### src/rtl/ecr_pkg.sv
package ecr_pkg;
  typedef enum logic [1:0] {
    FLT_NONE = 2'b00,
    FLT_UD   = 2'b01,
    FLT_GP   = 2'b10
  } flt_e;
endpackage

### src/rtl/ecr_fault_check.sv
module ecr_fault_check #(
  parameter int SEL_W = 32
) (
  input  logic [SEL_W-1:0] sel_idx,
  input  logic             feat_save_ok,
  input  logic             feat_inuse_rpt,
  input  logic             os_enable,
  input  logic             lock_pfx,
  output ecr_pkg::flt_e    code
);
  import ecr_pkg::*;
  logic ud_hit;
  logic gp_hit;

  always_comb begin
    ud_hit = !feat_save_ok || !os_enable || lock_pfx;
    // selector 0 always legal, selector 1 only with reporting support
    if (sel_idx == '0)
      gp_hit = 1'b0;
    else if (sel_idx == SEL_W'(1))
      gp_hit = !feat_inuse_rpt;
    else
      gp_hit = 1'b1;
    // undefined-opcode checks win over protection checks
    if (ud_hit)      code = FLT_UD;
    else if (gp_hit) code = FLT_GP;
    else             code = FLT_NONE;
  end
endmodule

### src/rtl/ecr_select.sv
module ecr_select #(
  parameter int          REG_W     = 64,
  parameter logic [63:0] IMPL_MASK = 64'h0000_0007_0000_02FF
) (
  input  logic             sel_one,
  input  logic [REG_W-1:0] ctl0,
  input  logic [REG_W-1:0] inuse,
  output logic [REG_W-1:0] value
);
  localparam logic [REG_W-1:0] MASK = IMPL_MASK[REG_W-1:0];
  logic [REG_W-1:0] raw;

  always_comb begin
    raw   = sel_one ? (ctl0 & inuse) : ctl0;
    value = raw & MASK;
  end
endmodule

### src/rtl/ecr_pack.sv
module ecr_pack #(
  parameter int REG_W = 64,
  parameter int RES_W = 64
) (
  input  logic [REG_W-1:0] value,
  output logic [RES_W-1:0] hi_word,
  output logic [RES_W-1:0] lo_word
);
  localparam int HALF = REG_W / 2;

  generate
    if (RES_W > HALF) begin : g_zext
      assign hi_word = {{(RES_W-HALF){1'b0}}, value[REG_W-1:HALF]};
      assign lo_word = {{(RES_W-HALF){1'b0}}, value[HALF-1:0]};
    end else begin : g_trunc
      assign hi_word = value[REG_W-1 -: RES_W];
      assign lo_word = value[RES_W-1:0];
    end
  endgenerate
endmodule

### src/rtl/ext_ctl_read_unit.sv
module ext_ctl_read_unit #(
  parameter int          IDX_W     = 64,
  parameter int          REG_W     = 64,
  parameter int          RES_W     = 64,
  parameter logic [63:0] IMPL_MASK = 64'h0000_0007_0000_02FF
) (
  input  logic             clk,
  input  logic             rst,
  input  logic             req_valid,
  input  logic [IDX_W-1:0] idx_in,
  input  logic             feat_save_ok,
  input  logic             feat_inuse_rpt,
  input  logic             os_enable,
  input  logic             lock_pfx,
  input  logic [REG_W-1:0] ctl0_in,
  input  logic [REG_W-1:0] inuse_in,
  output logic             done,
  output logic             res_we,
  output logic [RES_W-1:0] res_hi_out,
  output logic [RES_W-1:0] res_lo_out,
  output logic             fault_valid,
  output logic [1:0]       fault_code
);
  import ecr_pkg::*;
  localparam int SEL_W = (IDX_W > 32) ? 32 : IDX_W;

  logic [SEL_W-1:0] sel_idx;
  flt_e             code_c;
  logic [REG_W-1:0] value_c;
  logic [RES_W-1:0] hi_c;
  logic [RES_W-1:0] lo_c;

  assign sel_idx = idx_in[SEL_W-1:0];

  ecr_fault_check #(.SEL_W(SEL_W)) u_chk (
    .sel_idx        (sel_idx),
    .feat_save_ok   (feat_save_ok),
    .feat_inuse_rpt (feat_inuse_rpt),
    .os_enable      (os_enable),
    .lock_pfx       (lock_pfx),
    .code           (code_c)
  );

  ecr_select #(.REG_W(REG_W), .IMPL_MASK(IMPL_MASK)) u_sel (
    .sel_one (sel_idx[0]),
    .ctl0    (ctl0_in),
    .inuse   (inuse_in),
    .value   (value_c)
  );

  ecr_pack #(.REG_W(REG_W), .RES_W(RES_W)) u_pack (
    .value   (value_c),
    .hi_word (hi_c),
    .lo_word (lo_c)
  );

  always_ff @(posedge clk) begin
    if (rst) begin
      done        <= 1'b0;
      res_we      <= 1'b0;
      fault_valid <= 1'b0;
      fault_code  <= 2'b00;
      res_hi_out  <= '0;
      res_lo_out  <= '0;
    end else begin
      done        <= req_valid;
      res_we      <= req_valid && (code_c == FLT_NONE);
      fault_valid <= req_valid && (code_c != FLT_NONE);
      fault_code  <= req_valid ? code_c : FLT_NONE;
      if (req_valid && (code_c == FLT_NONE)) begin
        res_hi_out <= hi_c;
        res_lo_out <= lo_c;
      end
    end
  end
endmodule

### config.mk
export PLATFORM = sky130hd
export DESIGN_NAME = ext_ctl_read_unit
export DESIGN_NICKNAME = d
export VERILOG_FILES = /design/src/rtl/ecr_pkg.sv /design/src/rtl/ecr_fault_check.sv /design/src/rtl/ecr_select.sv /design/src/rtl/ecr_pack.sv /design/src/rtl/ext_ctl_read_unit.sv
export SDC_FILE = /design/constraint.sdc
export NUM_CORES = 1
export LEC_CHECK = 0
export BUFFER_PORTS_ARGS = -buffer_cell sky130_fd_sc_hd__buf_2
export CAP_MARGIN = 5
export CORE_AREA = 2 2 128 130
export CTS_CLUSTER_SIZE = 40
export DETAILED_ROUTE_END_ITERATION = 16
export DIE_AREA = 0 0 130 132
export SLEW_MARGIN = 40
export SYNTH_ARGS = -nofsm -noshare
export SYNTH_HDL_FRONTEND = slang
export SYNTH_SLANG_ARGS = --single-unit
### constraint.sdc
create_clock -name clk -period 3.7 [get_ports clk]
set_clock_uncertainty 0.05 [all_clocks]
set_input_delay 0.37 -clock clk [delete_from_list [all_inputs] [get_ports clk]]
set_output_delay 0.37 -clock clk [all_outputs]
set_load 0.005 [all_outputs]
==> results of run 1 <==
[report_power, final]
part | internal (W) | total [W] | switching [W]
Combinational | 0.0000308 | 0.0000857 | 0.0000550
Sequential | 0.000185 | 0.000185 | 0.000000342
Clock | 0.000145 | 0.000219 | 0.0000745
[cell usage after synthesis, drive strengths merged]
cell type,count
buf,117
dfxtp,17
nand2,14
mux2i,12
o211ai,12
nor4,9
clkbuf,3
inv,3
nor3,3
nor2,2
and2,1
and3b,1
conb,1
nand3,1
nand3b,1
nand4,1
o21ai,1
[cells in the final DEF, fill, tap and decap left out]
cell       netlist  layout
conb_1           1     116
buf_2            0      79
dfxtp_1         17      17
nand2_1         14      14
o211ai_1        12      12
mux2i_1         12      12
nor4_1           4       4
nor4_4           3       3
nor3_1           3       3
clkbuf_16        0       3
inv_2            2       2
nor4_2           2       2
nor2_1           2       2
nand4_2          1       1
nand3_1          1       1
o21ai_1          1       1
and3b_1          1       1
inv_1            1       1
nand3b_1         1       1
and2_1           1       1
clkinv_2         0       1
buf_4          116       1
[stage by stage]
step / util (%) / setup WS, ns / instances
3_5_place_dp: 12.1 / 1.56 / 490
3_3_place_gp: 12.1 / 1.58 / 490
6_report: 12.6 / 1.98 / 494
2_1_floorplan: - / 2.00 / 314
5_1_grt: 12.6 / 1.64 / 494
4_1_cts: 12.6 / 1.83 / 494
[metal layers]
layer  vias to the layer above  share of wire (%)  GRT usage (%)
li1                        581                  -              -
met1                       505                 36           4.04
met2                       146                 49           7.53
met3                         2                 15          0.771
met4                         0               0.65           1.25
met5                         -                  0              0
[final timing paths]
kind / startpoint / to / slack [ns]
setup / recovery: idx_in[3] / res_lo_out[0] / 1.98
hold / removal: req_valid / done / 0.34
setup reg to reg: res_lo_out[2] / res_lo_out[2] / 3.06
hold reg to reg: res_lo_out[1] / res_lo_out[1] / 0.40
[cells by family (layout without fill, tap and decap cells)]
logic type      count (synthesis)  in the layout
flops                          17             17
compound gates                 13             13
buf+inv                       123             87
simple gates                   33             33
other cells                     1            116
mux                            12             12
[flip-flops by register name (all words and copies together) (netlist names)]
name         cells
done             1
res_hi_out       3
fault_valid      1
fault_code       2
res_we           1
res_lo_out       9
[worst register-to-register path, stage by stage, from the launching register on]
cell	delay, ns
dfxtp_1	0.33
nand2_1	0.05
mux2i_1	0.13
[layout make-up]
type	instances	area, um2
Fill cell	1835	13700
Clock buffer	3	75.1
Clock inverter	1	5.00
Sequential cell	17	340
Multi-Input combinational cell	174	880
Tap cell	216	270
Inverter	3	11.3
Timing Repair Buffer	80	403
==> flow_summary.ini, run 1 <==
[final_layout]
fin_area_um2 = 1980
nNetsFinal = 478
diodes = 0
drive_gt1_share_pct = 33.1
area_delta_synth_final_pct = 17.2

[place]
port_buffers = 79
place_area_um2 = 1900
gp_congestion = 0.622
dp_hpwl_um = 3390

[drt]
drc_errors = 0
wl_per_cell_um = 7.81
drt-total-wl_um = 3860
firstDrtPassIters = 4
num_vias = 1234
drt_iter0_drc = 25
drt.antenna.violating_nets = 0
viasPerCell = 2.50

[critical_path]
cp_slowest_cell = nor4_1
reg2reg_depth = 2
crit_fanout = 12
cp.arrival_ns = 1.84
crit_type = input port to flip-flop
path_cells = buf_2 -> nor4_1 -> o21ai_1 -> nor4_4 -> buf_4 -> mux2i_1
slowest_delay_ns = 0.39
required_ns = 3.82
critPathTopFamily = simple AND/OR/NAND/NOR gates
startpoint_type = input port
end_kind = flip-flop
cp_num_buf_inv = 2
worst-path-stages = 6

[yosys]
syn_avg_cell_area_um2 = 8.51
yosys-top-cells-area = buf_4, dfxtp_1, mux2i_1, o211ai_1, nor4_4
ys_ff_latch = 17
synth-simple-area-share_pct = 13.5
muxShareOfSynthArea_pct = 7.10
synth_warnings = 0
synth_area_um2 = 1690
synth_area_leader_cell = buf_4
synth.distinct_cells = 21
ys_seq_area_share_pct = 20.1
synthAdderAreaFrac_pct = 0
synthCells = 199
synth-compound-area-share_pct = 5.62
synth-xor-area-share_pct = 0
yosysTopAreaCellShare_pct = 51.4
synth_top_family_by_area = buffers and inverters

[power_and_ir_drop]
total_leakage_power_nw = 1.01
cellPowerDensity_nw_per_um2 = 247
power_w = 0.000490
irDropWorstVdd_mv = 0.119

[clock_network]
htreeDepth = 1
cts_root_buf = clkbuf_16
post_cts_resized = 0
clock_sinks = 17
cts_buffers = 3
cts.hold.buffers_added = 0
post_cts_buffers = 0
insertion_delay_ns = 0.25
cts_tree = built
path_clk_slew_ns = 0.06
cts_max_path_buffers = 2

[grt]
grt_pass1_vias = 925
antenna_found_initial = 0
grt_max_degree = 26
overflow = 0
grt_pass1_wl_um = 4860
grtUsageTotal_pct = 3.87

[sta]
finalMaxSlewViolations = 0
rsz0062_at_grt = no
final.setup.tns_ns = 0
report.final.setup_viol = 0
hold_viol_final = 0
hold_ws_ns = 0.344
max_freq_mhz = 582
fin_crit_ns = 1.72
min_period_over_period_pct = 46.4

[worst_hold_path]
min_path_type = input port to flip-flop
worstHoldPathCells = 3

[floorplanning]
core_um2 = 15700
rows = 46
die-area_um2 = 17200
fp.dieW_um = 130
num_io_pins = 332
start_util_pct = 10.8
die_h_um = 132

[run]
maxCapViolations = 0

[status]
status = finished clean
No activity file was read; power rests on OpenSTA's default activity.
==> run 2, diff against run 1 <==
--- a/config.mk
+++ b/config.mk
@@ -5,12 +5,13 @@
 export SDC_FILE = /design/constraint.sdc
 export NUM_CORES = 1
 export LEC_CHECK = 0
+export ABC_AREA = 1
 export BUFFER_PORTS_ARGS = -buffer_cell sky130_fd_sc_hd__buf_2
 export CAP_MARGIN = 5
-export CORE_AREA = 2 2 128 130
+export CORE_AREA = 2 2 129 131
 export CTS_CLUSTER_SIZE = 40
 export DETAILED_ROUTE_END_ITERATION = 16
-export DIE_AREA = 0 0 130 132
+export DIE_AREA = 0 0 131 133
 export SLEW_MARGIN = 40
 export SYNTH_ARGS = -nofsm -noshare
 export SYNTH_HDL_FRONTEND = slang
==> constraint.sdc (replaced) <==
create_clock -name clk -period 1.6 [get_ports clk]
set_clock_uncertainty 0.05 [all_clocks]
set_input_delay 0.16 -clock clk [delete_from_list [all_inputs] [get_ports clk]]
set_output_delay 0.16 -clock clk [all_outputs]
set_load 0.005 [all_outputs]
==> run 2 against run 1 <==
Global-route usage increased by 1.0 points. Worst setup slack worse by 1.6 ns. Sequential cell count unchanged. Via count grew 26%. Count of clock-buffer cells in the layout up 1. Critical path depth rose by 5. Final cell count is 18% higher. Synthesized cell count increased by 42%. Critical path type unchanged. Largest power group unchanged. Highest routed layer unchanged.
==> flow_summary.ini, run 2 <==
[status]
status = finished clean

[clock_network]
insertion_delay_ns = 0.25
cts_tree = built
cts.hold.buffers_added = 0
post_cts_buffers = 0
post_cts_resized = 0
htreeDepth = 1
path_clk_slew_ns = 0.05
cts_root_buf = clkbuf_16
cts_max_path_buffers = 2
cts_buffers = 3
clock_sinks = 17

[final_layout]
reg_top3 = res_lo_out (9), res_hi_out (3), fault_code (2)
final_common_cell = conb_1
nNetsFinal = 565
layout_common_cells = conb_1, buf_2, nor2_1, nand2_1, inv_1
diodes = 0
largest_register_ffs = 9
drive_gt1_share_pct = 26.0
area_delta_synth_final_pct = 17.8
filler_cell_count = 1896
regMostFlops = res_lo_out

[sta]
finalMaxSlewViolations = 0
fin_crit_ns = 1.17
min_period_over_period_pct = 73.1
post-route-worst-setup-slack_ns = 0.431
max_freq_mhz = 855
hold_viol_final = 0
report.final.setup_viol = 0
rsz0062_at_grt = no
final.setup.tns_ns = 0

[yosys]
yosys-top-cells-count = buf_4, nor2_1, nand2_1
synth_area_leader_cell = buf_4
yosys-top-cells-area = buf_4, dfxtp_1, nor2_1, nand2_1, inv_1
yosysTopAreaCellShare_pct = 46.5
ys_ff_latch = 17
synthCells = 282
syn_avg_cell_area_um2 = 6.64
ys_async_sr_fraction_pct = 0
yosys_most_used_dff = dfxtp_1
synth.distinct_cells = 21
ys_seq_area_share_pct = 18.2
synth_edf_count = 0
synth_warnings = 0
synth.most_common_cell = buf_4
synth_area_um2 = 1870

[floorplanning]
die-area_um2 = 17400
core_um2 = 16200
num_io_pins = 332
start_util_pct = 11.6
fp.dieW_um = 131
die_h_um = 133
rows = 47

[critical_path]
worstSetupStartpoint = idx_in[28]
cp.arrival_ns = 1.31
crit_fanout = 19
critPathTopFamily = simple AND/OR/NAND/NOR gates
required_ns = 1.74
r2r_slack_ns = 0.93
worst-path-stages = 11
cp_slowest_cell = buf_12
cp_num_buf_inv = 2
crit_type = input port to flip-flop
startpoint_type = input port
rr_endpoint = res_hi_out[2]
reg2reg_depth = 4
end_kind = flip-flop
worst_r2r_startpoint = res_hi_out[2]
path_cells = buf_2 -> nor2_1 -> nand2_1 -> nor2_1 -> nand2_1 -> nor2_2 -> nand4_4 -> buf_12 -> nand2_1 -> nand2_1 -> nor2_1
endpoint = res_lo_out[3]
slowest_delay_ns = 0.17
crit_top_cell = nand2_1

[grt]
grt_pass1_vias = 1247
grt_max_degree = 20
grt_pass1_wl_um = 6400
antenna_found_initial = 0
overflow = 0
grtUsageTotal_pct = 4.88

[place]
gp_congestion = 0.691
dp_slack_ns = 0.118
port_buffers = 79
dp_hpwl_um = 3980

[drt]
drt_iter0_drc = 24
drc_errors = 0
viasPerCell = 2.66
firstDrtPassIters = 4
drt-total-wl_um = 4550
drt.antenna.violating_nets = 0
wl_per_cell_um = 7.78
num_vias = 1555

[worst_hold_path]
worstHoldPathCells = 2
min_path_type = input port to flip-flop

[power_and_ir_drop]
total_leakage_power_nw = 1.22
irDropWorstVdd_mv = 0.315
cellPowerDensity_nw_per_um2 = 535

[run]
maxCapViolations = 0
run 2: worst reg2reg max path: stages, from the launching register on:
cell and delay [ns]:
dfxtp_1 0.33, inv_1 0.04, nand2_1 0.05, nand2_1 0.05
nor2_1 0.09
run 2: report_power, final:
| group | internal [W] | total, W | switching [W] |
|---|---|---|---|
| logic | 0.0000839 | 0.000229 | 0.000145 |
| clock network | 0.000339 | 0.000523 | 0.000183 |
| registers | 0.000428 | 0.000429 | 0.000000927 |
run 2: worst min-delay path by stage:
stage	startpoint	slack [ns]	to
2_1_floorplan	rst	0.18	res_we
3_3_place_gp	rst	0.29	res_we
3_5_place_dp	rst	0.29	res_we
4_1_cts	rst	0.01	res_we
5_1_grt	rst	0.04	res_we
6_report	rst	0.02	res_we
run 2: layer usage:
metal / GRT usage (%) / vias up / part of all wire [%]
met1: 5.95 / 633 / 41
met2: 8.66 / 131 / 47
met3: 0.970 / 2 / 11
li1: - / 789 / -
met5: 0 / - / 0
met4: 1.24 / 0 / 0.79
run 2: logic make-up (layout without fill, tap and decap cells):
kind of cell / Yosys count / after routing / synth area share [%]
other: 1 / 116 / 0.200
and+or+nand+nor: 109 / 109 / 24.9
buffers and inverters: 142 / 110 / 52.4
AOI/OAI and AO/OA: 13 / 13 / 4.28
DFF: 17 / 17 / 18.2
run 2: layout make-up:
class | instances | area [um2] | area share, %
well taps | 220 | 275 | 12.5
multi-input cells | 238 | 982 | 44.6
repair buffers | 84 | 445 | 20.2
clock buffers | 4 | 78.8 | 3.58
inverters | 22 | 82.6 | 3.75
flip-flops and latches | 17 | 340 | 15.4
run 2: metrics by stage:
| step | cell area (um2) | total power, W | instances | util, % | hold slack [ns] |
|---|---|---|---|---|---|
| after floorplan | 2300 | 0.000761 | 397 | - | 0.182 |
| after global placement | 2130 | 0.000662 | 581 | 13.1 | 0.287 |
| after detailed placement | 2130 | 0.000663 | 581 | 13.1 | 0.289 |
| after CTS | 2200 | 0.00121 | 585 | 13.6 | 0.0105 |
| after global routing | 2200 | 0.00127 | 585 | 13.6 | 0.0400 |
| final | 2200 | 0.00118 | 585 | 13.6 | 0.0211 |
==> run 3, diff against run 2 <==
==> constraint.sdc (replaced) <==
create_clock -name clk -period 1.25 [get_ports clk]
set_clock_uncertainty 0.05 [all_clocks]
set_input_delay 0.125 -clock clk [delete_from_list [all_inputs] [get_ports clk]]
set_output_delay 0.125 -clock clk [all_outputs]
set_load 0.005 [all_outputs]
==> run 3 against run 2 <==
Wire length down 0.35%. Highest routed layer unchanged. Non-clock buffer count up 4. Via count up 1.4%.
==> flow_summary.ini, run 3 (same netlist as run 2, synthesis figures left out) <==
[place]
dp_cells = 584
port_buffers = 79
dp_hpwl_um = 3980
gp_congestion = 0.685

[power_and_ir_drop]
clockPowerShare_pct = 44.4
combPwrFrac_pct = 19.7
p_int_w = 0.00109
irDropWorstVdd_mv = 0.426
power_w = 0.00153
total_leakage_power_nw = 1.25
swShare_pct = 28.7
cellPowerDensity_nw_per_um2 = 679
p_seq_share_pct = 35.9
switching_power_w = 0.000439

[clock_network]
cts_root_buf = clkbuf_16
htreeDepth = 1
cts_max_path_buffers = 2
path_clk_slew_ns = 0.06
clock_sinks = 17
cts_tree = built
cts_buffers = 3
insertion_delay_ns = 0.25

[sta]
max_freq_mhz = 916
fin_crit_ns = 1.09
finalMaxSlewViolations = 0
hold_viol_final = 0
report.final.setup_viol = 0
min_period_over_period_pct = 87.4
rsz0062_at_grt = yes

[critical_path]
end_kind = flip-flop
crit_type = input port to flip-flop
required_ns = 1.39
cp.arrival_ns = 1.24
startpoint_type = input port
crit_fanout = 11

[drt]
num_vias = 1577
dr_wl_met3_um = 428
drt_iter0_drc = 27
drc_errors = 0
drt-total-wl_um = 4540
drt.antenna.violating_nets = 0
top_layer = met4
firstDrtPassIters = 4
viasPerCell = 2.68
wirelength_met1_um = 1950
wl_per_cell_um = 7.70
wl_met2_um = 2130

[floorplanning]
core_um2 = 16200
die_h_um = 133
fp.dieW_um = 131
die-area_um2 = 17400
start_util_pct = 11.6
num_io_pins = 332
rows = 47

[status]
status = finished clean

[worst_hold_path]
min_path_type = input port to flip-flop

[final_layout]
nNetsFinal = 569
area_delta_synth_final_pct = 20.2
drive_gt1_share_pct = 27.9
final_common_cell = conb_1
regMostFlops = res_lo_out
reg_top3 = res_lo_out (9), res_hi_out (3), fault_code (2)
instances_no_fill = 589
largest_register_ffs = 9
diodes = 0
layout_common_cells = conb_1, buf_2, nor2_1, nand2_1, inv_1

[grt]
grt_max_degree = 20
overflow = 0
grtUsageTotal_pct = 4.89
grt_pass1_wl_um = 6390
antenna_found_initial = 0
grt_pass1_vias = 1252

[run]
maxCapViolations = 0
==> run 3: what timing repair did <==
action,4_1_cts,5_1_grt
gates resized for setup,0,4
hold endpoints to repair,1,0
setup buffers,0,0
hold buffers,1,0
setup endpoints to repair,0,6
==> run 3: power groups by stage <==
stage	logic [W]	registers, W	clock network, W
4_1_cts	0.000293	0.000548	0.000719
2_1_floorplan	0.000413	0.000562	0
6_report	0.000301	0.000549	0.000678
3_3_place_gp	0.000290	0.000561	0
5_1_grt	0.000352	0.000549	0.000738
3_5_place_dp	0.000290	0.000561	0
==> run 3: worst paths after layout <==
check | start | to | slack [ns] | depth (start not counted)
setup / recovery | rst | res_lo_out[6] | 0.16 | 6
hold / removal | lock_pfx | fault_code[1] | 0.03 | 2
setup reg to reg | res_lo_out[5] | res_lo_out[5] | 0.57 | 4
hold reg to reg | res_hi_out[0] | res_hi_out[0] | 0.46 | 4
==> run 3: layout make-up <==
| class | instances | area, um2 |
|---|---|---|
| Clock buffer | 3 | 75.1 |
| Clock inverter | 1 | 5.00 |
| Fill cell | 1884 | 13900 |
| Inverter | 22 | 82.6 |
| Multi-Input combinational cell | 238 | 993 |
| Sequential cell | 17 | 340 |
| Tap cell | 220 | 275 |
| Timing Repair Buffer | 88 | 478 |
==> run 3: per-layer routing <==
layer	up-vias	GRT usage [%]
li1	796	-
met1	648	5.95
met2	131	8.89
met3	2	0.930
met4	0	0.887
met5	-	0
==> run 3: stage by stage <==
stage	worst slack [ns]	utilization, %	cell area, um2	hold slack, ns	setup TNS (ns)
6_report	0.158	13.9	2250	0.0317	0
5_1_grt	-0.00334	13.9	2250	0.0397	-0.00334
4_1_cts	0.0785	13.8	2240	0.0241	0
3_5_place_dp	-0.150	13.3	2150	0.253	-1.68
3_3_place_gp	-0.119	13.3	2150	0.253	-1.36
2_1_floorplan	0.120	-	2300	0.147	0
==> run 3: critical path: stages <==
cell and delay, ns:
dlygate4sd3_1 0.54, buf_2 0.13, inv_2 0.08, buf_4 0.20, nand2_1 0.07, nor2_1 0.08
